--- src/rtl/ewc_pkg.sv ---
package ewc_pkg;
  typedef enum logic [1:0] {
    ST_OFF,
    ST_WAIT,
    ST_TIME,
    ST_DONE
  } ewc_state_e;
endpackage

--- src/rtl/ewc_judge.sv ---
module ewc_judge
  import ewc_pkg::*;
#(
  parameter int LIM_W     = 6,
  parameter int NEED_W    = 4,
  parameter int LIM_FLOOR = 10
) (
  input  logic              clk_i,
  input  logic              rst_ni,
  input  logic              en_i,
  input  logic              edge_i,
  input  logic              tick_i,
  input  logic [LIM_W-1:0]  cnt_i,
  input  logic [LIM_W-1:0]  lim_lo_i,
  input  logic [LIM_W-1:0]  lim_hi_i,
  input  logic [NEED_W-1:0] need_i,
  output logic              clear_o,
  output logic              run_o,
  output logic              pass_o,
  output logic              fail_o
);
  localparam logic [LIM_W-1:0] FLOOR = LIM_W'(LIM_FLOOR);

  ewc_state_e        state_q;
  logic [NEED_W-1:0] good_q;
  logic              pass_q, fail_q;

  logic [LIM_W-1:0]  lo_eff;
  logic [LIM_W:0]    cnt_inc;
  logic [NEED_W:0]   good_inc;
  logic              too_short, reach_hi, enough;

  assign lo_eff    = (lim_lo_i < FLOOR) ? FLOOR : lim_lo_i;
  assign too_short = cnt_i < lo_eff;
  assign cnt_inc   = {1'b0, cnt_i} + 1'b1;
  assign reach_hi  = cnt_inc >= {1'b0, lim_hi_i};
  assign good_inc  = {1'b0, good_q} + 1'b1;
  assign enough    = good_inc >= {1'b0, need_i};

  // edge has priority: it clears the counter even when a tick coincides
  assign run_o   = state_q == ST_TIME;
  assign clear_o = !run_o || edge_i;

  always_ff @(posedge clk_i or negedge rst_ni) begin
    if (!rst_ni) begin
      state_q <= ST_OFF;
      good_q  <= '0;
      pass_q  <= 1'b0;
      fail_q  <= 1'b0;
    end else begin
      pass_q <= 1'b0;
      fail_q <= 1'b0;
      if (!en_i) begin
        state_q <= ST_OFF;
        good_q  <= '0;
      end else begin
        unique case (state_q)
          ST_OFF:  state_q <= ST_WAIT;
          ST_WAIT: if (edge_i) begin
            state_q <= ST_TIME;
            good_q  <= '0;
          end
          ST_TIME: begin
            if (edge_i) begin
              if (too_short) begin
                fail_q  <= 1'b1;
                state_q <= ST_DONE;
              end else if (enough) begin
                pass_q  <= 1'b1;
                state_q <= ST_DONE;
              end else begin
                good_q <= good_inc[NEED_W-1:0];
              end
            end else if (tick_i && reach_hi) begin
              fail_q  <= 1'b1;
              state_q <= ST_DONE;
            end
          end
          default: state_q <= ST_DONE;
        endcase
      end
    end
  end

  assign pass_o = pass_q;
  assign fail_o = fail_q;

  AST_PASS_PULSE: assert property (@(posedge clk_i) disable iff (!rst_ni)
    pass_o |=> !pass_o);
  AST_FAIL_PULSE: assert property (@(posedge clk_i) disable iff (!rst_ni)
    fail_o |=> !fail_o);
  AST_DONE_SILENT: assert property (@(posedge clk_i) disable iff (!rst_ni)
    (state_q == ST_DONE && $past(state_q) == ST_DONE) |-> !(pass_o || fail_o));
  AST_QUIET_OFF: assert property (@(posedge clk_i) disable iff (!rst_ni)
    !en_i |=> !(pass_o || fail_o));
  AST_PASS_FROM_TIME: assert property (@(posedge clk_i) disable iff (!rst_ni)
    pass_o |-> $past(state_q) == ST_TIME && $past(edge_i));
  AST_CNT_BOUND: assert property (@(posedge clk_i) disable iff (!rst_ni)
    (state_q == ST_TIME && $past(state_q) == ST_TIME && $stable(lim_hi_i))
      |-> cnt_i <= lim_hi_i);
endmodule

--- config.mk ---
export PLATFORM = sky130hd
export DESIGN_NAME = ewc_judge
export DESIGN_NICKNAME = d
export VERILOG_FILES = /design/src/rtl/ewc_pkg.sv /design/src/rtl/ewc_judge.sv
export SDC_FILE = /design/constraint.sdc
export NUM_CORES = 1
export LEC_CHECK = 0
export CORE_ASPECT_RATIO = 0.9
export CORE_MARGIN = 1
export CORE_UTILIZATION = 40
export DETAILED_ROUTE_END_ITERATION = 10
export GPL_TIMING_DRIVEN = 0
export HOLD_SLACK_MARGIN = 0.1
export PLACE_DENSITY_LB_ADDON = 0.3
export SYNTH_ARGS = -nofsm -noshare
export SYNTH_HDL_FRONTEND = slang
export SYNTH_SLANG_ARGS = --single-unit
--- constraint.sdc ---
create_clock -name clk_i -period 1.9 [get_ports clk_i]
set_input_delay 0.57 -clock clk_i [delete_from_list [all_inputs] [get_ports clk_i]]
set_output_delay 0.57 -clock clk_i [all_outputs]
set_load 0.01 [all_outputs]
==> flow_summary.json <==
{
  "dpl.hpwl_um": 1680,
  "fin_nets": 189,
  "worstPathRequired_ns": 2.07,
  "clk_pin_slew_ns": 0.06,
  "critPathKind": "in -> reg",
  "top_usage_layer": "met2",
  "synth_seq_cells": 8,
  "clockBufferDepth": 2,
  "synth_cell_types": 33,
  "grtUsageMet1": 0.285,
  "place.port_buffers": 29,
  "setup_viol": 7,
  "cts_sinks": 8,
  "leakagePower_uw": 0.000631,
  "ioPinCount": 31,
  "initial_core_util": 0.449,
  "endpoint_kind": "flop",
  "diodes": 0,
  "crit_chain": "buf_8 -> nor2_4 -> buf_4 -> nor2_1 -> ha_1 -> nand3_1 -> nor2_2 -> a211oi_4 -> buf_6 -> or3_1 -> o22ai_1",
  "syn_inst": 105,
  "critical_path.max_fanout": 6,
  "grt_max_degree": 11,
  "rows": 15,
  "ir_drop_mv": 0.266,
  "grt_pass1_wl_um": 3840,
  "slew_headroom": 0.714,
  "cap_violations": 0,
  "fp.dieH_um": 47.0,
  "use_met3": 0.0194,
  "fin_ws_ns": -0.197,
  "cts_tree": "yes",
  "route.vias.total": 955,
  "final_cell_mix": "14 x clkdlybuf4s50_1, 13 x ha_1, 10 x inv_1",
  "period_needed_ns": 2.10,
  "clkLatencyLatePin_ns": 0.27,
  "crit_family": "simple AND/OR/NAND/NOR gates",
  "violations": "setup timing",
  "grt_pass1_vias": 882,
  "grtUsageTotal": 0.224,
  "critical_path.max_stage_delay_ns": 0.37,
  "viasPerCell": 5.68,
  "powerDensity_nw_per_um2": 393,
  "die_w_um": 52.0,
  "h-tree-depth": 1,
  "hold_path_class": "reg -> reg",
  "cp_slowest_cell": "or3_1",
  "path_buf_inv": 3,
  "synth_flop_cell": "dfrtp_1",
  "ant_nets": 0,
  "finalInstanceArea_um2": 1410,
  "syn_to_final_growth_pct": 56.2,
  "syn_area_per_cell_um2": 8.58,
  "grt_overflow_total": 0,
  "drt-initial-drc-count": 25,
  "skew_ns": 0.0161,
  "syn-num-nets": 149,
  "startpoint_type": "input port",
  "synth_enable_flop_cells": 0,
  "arrival_ns": 2.27,
  "post-route-period-util": 1.10,
  "seq_area_frac_synth": 0.222,
  "worst_pin_slew_ns": 0.429,
  "die_area_um2": 2450,
  "avgRoutedWirePerCell_um": 14.3,
  "hold_buffers": 0,
  "rsz0062_at_grt": "yes",
  "core_area_um2": 2010,
  "async_flop_share": 1.00,
  "synth-warning-count": 0,
  "drc_errors": 0,
  "drive_gt1_frac": 0.315,
  "wl_um": 2400,
  "met2_usage": 0.385,
  "place_area_um2": 1240,
  "cts_buffers": 3,
  "layout_commonest_cell": "clkdlybuf4s50_1",
  "dr.pass1.iters": 4,
  "status": "finished with violations",
  "cts_root_buffer": "clkbuf_4",
  "gp_congestion": 0.762,
  "timing.fmax_mhz": 477,
  "antenna_found_initial": 0,
  "slew_viol_final": 0,
  "hold_viol": 0,
  "syn-cell-area_um2": 901,
  "final_util": 0.701,
  "fillCellCount": 153
}
==> sequential cells by signal (all words and copies together) (netlist names) <==
| register | cells |
|---|---|
| good_q | 4 |
| pass_o | 1 |
| fail_o | 1 |
| state_q | 2 |
==> final timing paths <==
kind / startpoint / end / slack [ns] / cells after the start
max: lim_lo_i[4] / good_q[0]$_DFFE_PN0P_ / -0.20 / 11
min: state_q[1]$_DFFE_PN0P_ / state_q[1]$_DFFE_PN0P_ / 0.54 / 2
max reg2reg: good_q[0]$_DFFE_PN0P_ / good_q[1]$_DFFE_PN0P_ / -0.09 / 7
min reg2reg: state_q[1]$_DFFE_PN0P_ / state_q[1]$_DFFE_PN0P_ / 0.54 / 2
max in group asynchronous: rst_ni / good_q[0]$_DFFE_PN0P_ / 1.04 / 1
min in group asynchronous: rst_ni / good_q[3]$_DFFE_PN0P_ / 0.56 / 1
==> metal layers <==
layer | routed length (um) | share of wire
met1 | 1060 | 0.44
met2 | 1170 | 0.49
met3 | 128 | 0.053
met4 | 44 | 0.018
met5 | 0 | 0
==> cell usage after synthesis, drive strengths merged, types with 3 or more instances <==
master,instances,area share
a21oi,7,0.039
dfrtp,8,0.22
ha,17,0.24
inv,10,0.042
nand2,7,0.029
nand2b,4,0.028
nand3,10,0.056
nor2,3,0.012
nor3b,4,0.039
o21ai,5,0.028
xnor2,4,0.039
==> layout make-up <==
| cell class | count | area, um^2 | area share |
|---|---|---|---|
| Inverter | 10 | 37.5 | 0.0267 |
| Sequential cell | 8 | 201 | 0.143 |
| Tap cell | 25 | 31.3 | 0.0222 |
| Timing Repair Buffer | 35 | 310 | 0.220 |
| Multi-Input combinational cell | 86 | 801 | 0.569 |
| Clock buffer | 3 | 22.5 | 0.0160 |
| Buffer | 1 | 3.75 | 0.00267 |
==> cells by family (layout without fill, tap and decap cells) <==
kind of cell | after synthesis | count (layout) | share of synthesized area
muxes | 1 | 1 | 0.0111
AOI/OAI and AO/OA | 23 | 23 | 0.176
and+or+nand+nor | 39 | 39 | 0.250
buffers and inverters | 11 | 49 | 0.0458
adders and majority gates | 17 | 17 | 0.236
DFF | 8 | 8 | 0.222
xor gates and xnor gates | 6 | 6 | 0.0583
==> per-stage QoR <==
stage | cells | worst slack, ns | setup TNS [ns] | total power [uW] | hold WS (ns)
detailed placement | 159 | -0.962 | -6.95 | 373 | 0.515
finish | 168 | -0.197 | -1.04 | 554 | 0.536
floorplan | 105 | -0.275 | -1.61 | 278 | 0.274
CTS | 168 | -0.213 | -1.22 | 532 | 0.541
global placement | 159 | -0.956 | -6.93 | 365 | 0.511
global route | 168 | -0.280 | -1.64 | 584 | 0.577
==> worst reg2reg max path: cells and delay by family, from the launching register on <==
| family | cells | cell delay [ns] |
|---|---|---|
| AOI/OAI and AO/OA | 2 | 0.35 |
| muxes | 1 | 0.21 |
| DFF | 1 | 0.44 |
| xor gates and xnor gates | 1 | 0.14 |
| adders and majority gates | 2 | 0.45 |
| and+or+nand+nor | 1 | 0.32 |
==> timing repair <==
item / 4_1_cts / 5_1_grt
setup endpoints to repair: 9 / 7
gates resized for setup: 54 / 20
pin swaps: 13 / 17
setup buffers: 6 / 0
==> power by group <==
| group | switching [uW] | internal, uW |
|---|---|---|
| combinational | 113 | 121 |
| sequential | 4.44 | 175 |
| clock | 67.4 | 72.8 |
| total | 185 | 369 |
Note: power is estimated with default switching activity, not from simulation.
